## src/rtl/chsel_pkg.sv

```systemverilog
package chsel_pkg;
    localparam int unsigned CHAN_COUNT = 4;
    localparam int unsigned IDX_W      = $clog2(CHAN_COUNT);

    typedef enum logic [1:0] {
        DB_RELEASED  = 2'd0,
        DB_RISE_WAIT = 2'd1,
        DB_HELD      = 2'd2,
        DB_FALL_WAIT = 2'd3
    } db_state_t;
endpackage

```

## src/rtl/chsel_sync.sv

```systemverilog
module chsel_sync #(
    parameter int unsigned STAGES = 2
) (
    input  logic clk_i,
    input  logic rst_i,
    input  logic async_i,
    output logic sync_o
);
    logic [STAGES-1:0] chain_q;

    always_ff @(posedge clk_i) begin
        if (rst_i) chain_q <= '0;
        else       chain_q <= {chain_q[STAGES-2:0], async_i};
    end

    assign sync_o = chain_q[STAGES-1];
endmodule

```

## src/rtl/chsel_debounce.sv

```systemverilog
module chsel_debounce
    import chsel_pkg::*;
#(
    parameter int unsigned STABLE_CYCLES = 65536
) (
    input  logic clk_i,
    input  logic rst_i,
    input  logic level_i,
    output logic press_o
);
    localparam int unsigned      CW   = $clog2(STABLE_CYCLES + 1);
    localparam logic [CW-1:0]    LAST = CW'(STABLE_CYCLES - 1);

    db_state_t     state_q, state_d;
    logic [CW-1:0] cnt_q;
    logic          press_q;

    // next-state logic
    always_comb begin
        state_d = state_q;
        unique case (state_q)
            DB_RELEASED:  if (level_i)            state_d = DB_RISE_WAIT;
            DB_RISE_WAIT: if (!level_i)           state_d = DB_RELEASED;
                          else if (cnt_q == LAST) state_d = DB_HELD;
            DB_HELD:      if (!level_i)           state_d = DB_FALL_WAIT;
            DB_FALL_WAIT: if (level_i)            state_d = DB_HELD;
                          else if (cnt_q == LAST) state_d = DB_RELEASED;
            default:                              state_d = DB_RELEASED;
        endcase
    end

    // state register and stability counter
    always_ff @(posedge clk_i) begin
        if (rst_i) begin
            state_q <= DB_RELEASED;
            cnt_q   <= '0;
        end else begin
            state_q <= state_d;
            if (state_d != state_q)
                cnt_q <= '0;
            else if (state_q == DB_RISE_WAIT || state_q == DB_FALL_WAIT)
                cnt_q <= cnt_q + 1'b1;
        end
    end

    // output register: one pulse per accepted press
    always_ff @(posedge clk_i) begin
        if (rst_i) press_q <= 1'b0;
        else       press_q <= (state_q == DB_RISE_WAIT) && (state_d == DB_HELD);
    end

    assign press_o = press_q;

    // a press event lasts exactly one clock
    a_r7_single_pulse: assert property (@(posedge clk_i) disable iff (rst_i)
        press_q |=> !press_q);

    // an event only follows a stable high level
    a_r8_event_after_high: assert property (@(posedge clk_i) disable iff (rst_i)
        press_q |-> state_q == DB_HELD);

    // a release never produces an event
    a_r6_release_quiet: assert property (@(posedge clk_i) disable iff (rst_i)
        (state_q == DB_FALL_WAIT) |=> !press_q);
endmodule

```

## src/rtl/chsel_toggle_pair.sv

```systemverilog
module chsel_toggle_pair (
    input  logic       clk_i,
    input  logic       rst_i,
    input  logic       step_i,
    output logic [1:0] count_o
);
    logic lo_q, hi_q;

    // low stage flips on every step; high stage flips when low leaves 1
    always_ff @(posedge clk_i) begin
        if (rst_i) begin
            lo_q <= 1'b0;
            hi_q <= 1'b0;
        end else if (step_i) begin
            lo_q <= ~lo_q;
            if (lo_q) hi_q <= ~hi_q;
        end
    end

    assign count_o = {hi_q, lo_q};

    // low stage flips on each step
    a_r5_low_flips: assert property (@(posedge clk_i) disable iff (rst_i)
        step_i |=> lo_q != $past(lo_q));

    // high stage flips only as low stage falls
    a_r5_high_on_fall: assert property (@(posedge clk_i) disable iff (rst_i)
        (step_i && lo_q) |=> hi_q != $past(hi_q));

    a_r5_high_hold: assert property (@(posedge clk_i) disable iff (rst_i)
        !(step_i && lo_q) |=> $stable(hi_q));
endmodule

```

## src/rtl/chan_stepper.sv

```systemverilog
module chan_stepper
    import chsel_pkg::*;
#(
    parameter int unsigned DEBOUNCE_CYCLES = 65536,
    parameter int unsigned SYNC_STAGES     = 2
) (
    input  logic                  clk_i,
    input  logic                  rst_i,
    input  logic                  btn_i,
    output logic [CHAN_COUNT-1:0] sel_o,
    output logic [IDX_W-1:0]      chan_idx_o
);
    localparam logic [CHAN_COUNT-1:0] SEL_RESET = {1'b1, {(CHAN_COUNT-1){1'b0}}};

    logic                  btn_sync;
    logic                  press;
    logic [IDX_W-1:0]      count;
    logic [CHAN_COUNT-1:0] sel_d;
    logic [CHAN_COUNT-1:0] sel_q;
    logic [IDX_W-1:0]      idx_q;

    chsel_sync #(.STAGES(SYNC_STAGES)) i_sync (
        .clk_i (clk_i), .rst_i (rst_i), .async_i (btn_i), .sync_o (btn_sync)
    );

    chsel_debounce #(.STABLE_CYCLES(DEBOUNCE_CYCLES)) i_debounce (
        .clk_i (clk_i), .rst_i (rst_i), .level_i (btn_sync), .press_o (press)
    );

    chsel_toggle_pair i_stages (
        .clk_i (clk_i), .rst_i (rst_i), .step_i (press), .count_o (count)
    );

    // NOR decode: a line is high only when every compared bit matches
    for (genvar ch = 0; ch < CHAN_COUNT; ch++) begin : g_decode
        localparam logic [IDX_W-1:0] CODE = IDX_W'(ch);
        assign sel_d[CHAN_COUNT-1-ch] = ~|(count ^ CODE);
    end

    always_ff @(posedge clk_i) begin
        if (rst_i) begin
            sel_q <= SEL_RESET;
            idx_q <= '0;
        end else begin
            sel_q <= sel_d;
            idx_q <= count;
        end
    end

    assign sel_o      = sel_q;
    assign chan_idx_o = idx_q;

    // one line active
    a_r1_one_hot: assert property (@(posedge clk_i) disable iff (rst_i)
        $countones(sel_q) == 1);

    // reset lands on channel 1
    a_r2_reset_ch1: assert property (@(posedge clk_i)
        rst_i |=> (sel_q == SEL_RESET) && (idx_q == '0));

    // the outputs only move after a press event
    a_r3_step_follows_press: assert property (@(posedge clk_i) disable iff (rst_i)
        !press |=> ##1 $stable(sel_q));
endmodule

```

## config.mk

```make
export PLATFORM = sky130hd
export DESIGN_NAME = chan_stepper
export DESIGN_NICKNAME = d
export VERILOG_FILES = /design/src/rtl/chsel_pkg.sv /design/src/rtl/chsel_sync.sv /design/src/rtl/chsel_debounce.sv /design/src/rtl/chsel_toggle_pair.sv /design/src/rtl/chan_stepper.sv
export SDC_FILE = /design/constraint.sdc
export NUM_CORES = 1
export LEC_CHECK = 0
export ABC_AREA = 1
export BUFFER_PORTS_ARGS = -buffer_cell sky130_fd_sc_hd__buf_2
export CAP_MARGIN = 5
export CORE_MARGIN = 2
export CORE_UTILIZATION = 45
export CTS_BUF_LIST = sky130_fd_sc_hd__clkbuf_16
export DETAILED_ROUTE_END_ITERATION = 8
export PLACE_DENSITY = 0.69
export SYNTH_ARGS = -nofsm -noshare
export SYNTH_HDL_FRONTEND = slang
export SYNTH_SLANG_ARGS = --single-unit
```

## constraint.sdc

```tcl
create_clock -name clk_i -period 2.9 [get_ports clk_i]
set_input_delay 0.58 -clock clk_i [delete_from_list [all_inputs] [get_ports clk_i]]
set_output_delay 0.58 -clock clk_i [all_outputs]
set_load 0.03 [all_outputs]
```

==> results of run 1 <==
## layout make-up
type                    count  area share [%]
multi-input cells         119            39.7
repair buffers              8            2.62
clock buffers               5            8.18
flip-flops and latches     30            39.2
clock inverters             3            1.06
well taps                  31            2.53
inverters                  27            6.62
## flip-flops by register name, indices dropped and copies added, names as in the netlist
name / count
i_debounce.state_q: 2
i_sync.chain_q: 2
sel_o: 4
i_stages.hi_q: 1
i_debounce.cnt_q: 17
i_stages.lo_q: 1
i_debounce.press_o: 1
chan_idx_o: 2
## layout by cell type, fill, tap and decap left out, drive strengths merged, types with 5 or more instances in the layout
cell type,instances
nand2,39
nor2,32
dfxtp,30
inv,27
nand3,13
a21oi,8
buf,8
nor3,7
clkbuf,5
## path summary, 6_finish.rpt
| check | from | endpoint | slack (ps) |
|---|---|---|---|
| hold reg to reg | i_sync.chain_q[0] | i_sync.chain_q[1] | 400 |
| hold / removal | i_sync.chain_q[0] | i_sync.chain_q[1] | 400 |
| setup reg to reg | i_debounce.cnt_q[0] | i_debounce.cnt_q[14] | 660 |
| setup / recovery | i_debounce.cnt_q[0] | i_debounce.cnt_q[14] | 660 |
## metal layers
metal	GRT usage (%)	wire, µm
met5	0	0
met4	7.97	51
met3	7.25	96
met2	26.5	1150
met1	19.6	1060
## stage by stage
| step | setup WS (ps) | cells | power, mW |
|---|---|---|---|
| after floorplan | 1070 | 179 | 0.439 |
| after global placement | 788 | 215 | 0.441 |
| after detailed placement | 645 | 215 | 0.443 |
| after CTS | 638 | 223 | 0.934 |
| after global routing | 382 | 223 | 0.953 |
| final | 658 | 223 | 0.919 |
## cells by family after synthesis
group / Yosys count / share of synthesized area, %
compound gates: 12 / 4.70
xor+xnor: 6 / 3.95
fa+ha+maj: 2 / 1.88
buf+inv: 30 / 9.12
flops: 30 / 45.2
simple gates: 99 / 35.2
## worst max-delay path, cell delays in order, from the launching register on
cell and delay [ps]:
dfxtp_1 390, ha_1 250, nand3_1 130, nor4_1 310
ha_1 230, nand2_1 90, nand3_1 140, nand2_1 70
nand3_2 240, inv_1 140, nand2_1 110, nor2_2 40
## power by group through the flow
stage / combinational (mW) / clock, mW / sequential (mW)
floorplan: 0.0144 / 0 / 0.425
global placement: 0.0156 / 0 / 0.426
detailed placement: 0.0167 / 0 / 0.426
CTS: 0.0166 / 0.500 / 0.418
global route: 0.0195 / 0.516 / 0.417
finish: 0.0164 / 0.485 / 0.418
==> flow_metrics.env, run 1 <==
export IMPL_path_max_fanout=14
export IMPL_gr_total_overflow=0
export IMPL_hold_buffers=0
export IMPL_maxSlewHeadroom_pct=69.4
export IMPL_nets=196
export IMPL_rsz0062_at_grt="no"
export IMPL_grt_pass1_vias=1015
export IMPL_p_per_area_nw_per_um2=601
export IMPL_insertion_delay_ps=280
export IMPL_coreArea_um2=2780
export IMPL_start_util_pct=47.8
export IMPL_synth_area_leaders="dfxtp_1 45%, nand2_1 10%, inv_1 7.3%"
export IMPL_io_pins=9
export IMPL_htreeDepth=2
export IMPL_drt_initial_drc_count=15
export IMPL_finish_utilization_pct=55.0
export IMPL_synth_commonest_cells="37 x nand2_1, 30 x dfxtp_1, 26 x inv_1"
export IMPL_yosysMostFrequentCell="nand2_1"
export IMPL_syn_avg_cell_area_um2=7.43
export IMPL_hold_depth=2
export IMPL_path_clk_slew_ps=50
export IMPL_tritoncts="built"
export IMPL_die_y_um=58.4
export IMPL_synth_seq_cells=30
export IMPL_ys_types=25
export IMPL_power_frac_seq_pct=45.4
export IMPL_place_congestion=0.844
export IMPL_syn_nets=184
export IMPL_slew_violations=0
export IMPL_clock_skew_ps=5.18
export IMPL_path_class="flip-flop to flip-flop"
export IMPL_num_vias=1091
export IMPL_switching_power_mw=0.188
export IMPL_synth_flop_cell="dfxtp_1"
export IMPL_yosysWarnings=0
export IMPL_vdd_ir_drop_max_mv=0.552
export IMPL_p_sw_share_pct=20.5
export IMPL_period_share_pct=77.3
export IMPL_synthArstFlopShare_pct=0
export IMPL_final_hold_viol_count=0
export IMPL_dr_pass1_iters=4
export IMPL_pwr_share_clk_pct=52.8
export IMPL_fin_setup_tns_ps=0
export IMPL_synth_area_um2=1330
export IMPL_drive_gt1_share_pct=15.6
export IMPL_place_hpwl_um=1740
export IMPL_setup_viol=0
export IMPL_whs_ps=403
export IMPL_cts_resized=0
export IMPL_fmax_mhz=446
export IMPL_grt_start_max_net_pins=15
export IMPL_ys_seq_area_share_pct=45.2
export IMPL_rows=19
export IMPL_worstRegToRegCells=11
export IMPL_status="finished, final reports clean"
export IMPL_fillCellCount=263
export IMPL_combPwrFrac_pct=1.8
export IMPL_cts_inserted_buffers=5
export IMPL_io_buffers=8
export IMPL_antenna_found_initial=0
export IMPL_regArea_um2=601
export IMPL_n_antenna_cell=0
export IMPL_synth_top_area_cell="dfxtp_1"
export IMPL_cts_max_path_buffers=2
export IMPL_synth_edff_count=0
export IMPL_drcViolationCount=0
export IMPL_multi_input_area_um2=608
export IMPL_cts_num_sinks=30
export IMPL_crit_required_ps=3070
export IMPL_end_kind="flip-flop"
export IMPL_internal_power_mw=0.731
export IMPL_post_drt_wl_per_cell_um=10.6
export IMPL_finalInstanceArea_um2=1530
export IMPL_cts_root_buf="clkbuf_16"
export IMPL_cap_violations=0
export IMPL_drt_wl_total_um=2370
export IMPL_drtAntennaViolNets=0
export IMPL_min_period_ps=2240
export IMPL_start_kind="flip-flop"
export IMPL_viasPerCell=4.89
export IMPL_synthCells=179
export IMPL_tightest_slew_ps=458
export IMPL_die_w_um=58.4
export IMPL_grt_pass1_wl_um=4240
export IMPL_design_die_area_um2=3410
export IMPL_post_dp_cell_area_um2=1390
export IMPL_arrival_ps=2420
export IMPL_leakagePower_nw=0.580
export IMPL_postCtsSetupBuffers=0
export IMPL_grt_use_total_pct=16.8
export IMPL_yosys_area_top_type_share_pct=45.2
export IMPL_syn_to_final_growth_pct=15.1
export IMPL_min_path_type="flip-flop to flip-flop"
Power figures use the tool's default switching activity.
==> inputs of run 2 (changes only) <==
ABC_AREA = 0   (was 1)
PLACE_DENSITY = 0.72   (was 0.69)
clock period = 1.9 ns   (was 2.9 ns; I/O delays follow)
==> flow_metrics.env, run 2 <==
export IMPL_multi_input_area_um2=626
export IMPL_setup_viol=0
export IMPL_ys_seq_area_share_pct=47.3
export IMPL_synthCells=126
export IMPL_die_w_um=57.1
export IMPL_yosysMostFrequentCell="dfxtp_1"
export IMPL_synth_area_leaders="dfxtp_1 47%, xnor2_1 6.9%, nor2_1 5.3%"
export IMPL_place_hpwl_um=1530
export IMPL_leakagePower_nw=0.545
export IMPL_min_period_ps=1770
export IMPL_start_kind="flip-flop"
export IMPL_path_class="flip-flop to flip-flop"
export IMPL_grt_start_max_net_pins=12
export IMPL_grt_pass1_wl_um=3510
export IMPL_hold_start="btn_i"
export IMPL_final_hold_viol_count=0
export IMPL_htreeDepth=2
export IMPL_n_antenna_cell=0
export IMPL_syn_avg_cell_area_um2=10.1
export IMPL_ys_types=32
export IMPL_status="finished, final reports clean"
export IMPL_crit_required_ps=2080
export IMPL_path_max_fanout=7
export IMPL_period_share_pct=92.9
export IMPL_fmax_mhz=566
export IMPL_cts_max_path_buffers=2
export IMPL_yosysWarnings=0
export IMPL_io_pins=9
export IMPL_drt_initial_drc_count=16
export IMPL_cap_violations=0
export IMPL_clock_skew_ps=7.88
export IMPL_finish_utilization_pct=56.2
export IMPL_syn_to_final_growth_pct=20.0
export IMPL_whs_ps=316
export IMPL_vdd_ir_drop_max_mv=0.670
export IMPL_cts_num_sinks=30
export IMPL_cts_root_buf="clkbuf_16"
export IMPL_arrival_ps=1950
export IMPL_drt_wl_total_um=2120
export IMPL_num_vias=892
export IMPL_maxSlewHeadroom_pct=80.1
export IMPL_coreArea_um2=2710
export IMPL_synth_edff_count=0
export IMPL_rows=19
export IMPL_viasPerCell=5.04
export IMPL_synth_top_area_cell="dfxtp_1"
export IMPL_antenna_found_initial=0
export IMPL_grt_pass1_vias=799
export IMPL_syn_nets=131
export IMPL_tritoncts="built"
export IMPL_gr_total_overflow=0
export IMPL_nets=150
export IMPL_drtAntennaViolNets=0
export IMPL_path_clk_slew_ps=50
export IMPL_min_path_type="primary input to flip-flop"
export IMPL_start_util_pct=46.8
export IMPL_drcViolationCount=0
export IMPL_drive_gt1_share_pct=28.1
export IMPL_fillCellCount=237
export IMPL_synth_flop_cell="dfxtp_1"
export IMPL_place_congestion=0.749
export IMPL_r2r_start="i_debounce.cnt_q[0]"
export IMPL_synth_seq_cells=30
export IMPL_rsz0062_at_grt="no"
export IMPL_cts_inserted_buffers=5
export IMPL_yosys_area_top_type_share_pct=47.3
export IMPL_die_y_um=57.1
export IMPL_grt_use_total_pct=14.7
export IMPL_dr_pass1_iters=4
export IMPL_design_die_area_um2=3260
export IMPL_synthArstFlopShare_pct=0
export IMPL_insertion_delay_ps=270
export IMPL_largest_reg_flops=17
export IMPL_fin_setup_tns_ps=0
export IMPL_synth_commonest_cells="30 x dfxtp_1, 18 x nor2_1, 10 x xnor2_1"
export IMPL_mostFrequentLayoutCells="29 x dfxtp_1, 18 x nor2_1, 10 x xnor2_1, 9 x nand2_1"
export IMPL_io_buffers=8
export IMPL_regMostFlops="i_debounce.cnt_q"
export IMPL_tightest_slew_ps=296
export IMPL_regArea_um2=602
export IMPL_startpoint="i_debounce.cnt_q[0]"
export IMPL_post_drt_wl_per_cell_um=12.0
export IMPL_synth_area_um2=1270
export IMPL_end_kind="flip-flop"
export IMPL_layout_commonest_cell="dfxtp_1"
export IMPL_hold_buffers=0
export IMPL_p_per_area_nw_per_um2=925
export IMPL_slew_violations=0
-- run 2: what timing repair did --
| action | CTS | global route |
|---|---|---|
| setup buffers | 0 | 0 |
| resized for setup | 0 | 3 |
| endpoints found under the setup margin | 0 | 17 |
-- run 2: cell type report --
type                    count  area share (%)
flip-flops and latches     30            39.5
clock inverters             3            1.07
clock buffers               5            8.22
repair buffers             16            6.57
multi-input cells          88            41.1
inverters                   4           0.986
well taps                  31            2.55
-- run 2: critical path: stages, from the launching register on --
cell and delay (ps):
dfxtp_1 330, ha_1 210, nand2_1 70, nor2_1 40, and2_1 150, ha_2 180
nor3b_2 210, mux2i_4 110, buf_4 170, a211oi_1 200
-- run 2: logic make-up after synthesis --
group	count (synthesis)	synth area share [%]
AND/OR/NAND/NOR	62	29.5
buffers and inverters	8	3.94
XOR/XNOR	16	11.6
adder cells (fa/ha/maj)	2	1.97
flip-flops	30	47.3
multiplexers	2	2.56
AO/OA/AOI/OAI	6	3.06
-- run 2: final timing paths --
check | end | slack (ps) | cells past startpoint
max | i_debounce.cnt_q[16] | 130 | 9
min | i_sync.chain_q[0] | 320 | 2
max reg2reg | i_debounce.cnt_q[16] | 130 | 9
min reg2reg | sel_o[2] | 460 | 1
-- run 2: power breakdown --
group	switching (mW)	internal, mW
clock	0.260	0.476
combinational	0.0199	0.0146
sequential	0.00387	0.634
total	0.284	1.12
-- run 2: per-stage QoR --
stage | std cells | cell area, µm² | setup WS, ps | total power [mW]
after detailed placement | 169 | 1370 | 30.8 | 0.685
final | 177 | 1520 | 135 | 1.41
after floorplan | 126 | 1270 | 16.3 | 0.676
after global routing | 177 | 1520 | 27.1 | 1.46
after CTS | 177 | 1510 | 8.30 | 1.43
after global placement | 169 | 1370 | 110 | 0.684
-- run 2: per-layer routing --
layer / up-vias / GRT usage (%) / part of all wire, %
met5: - / 0 / 0
met2: 10 / 21.5 / 47
li1: 455 / - / -
met3: 5 / 7.48 / 4.2
met4: 0 / 7.97 / 2.3
met1: 422 / 17.4 / 47
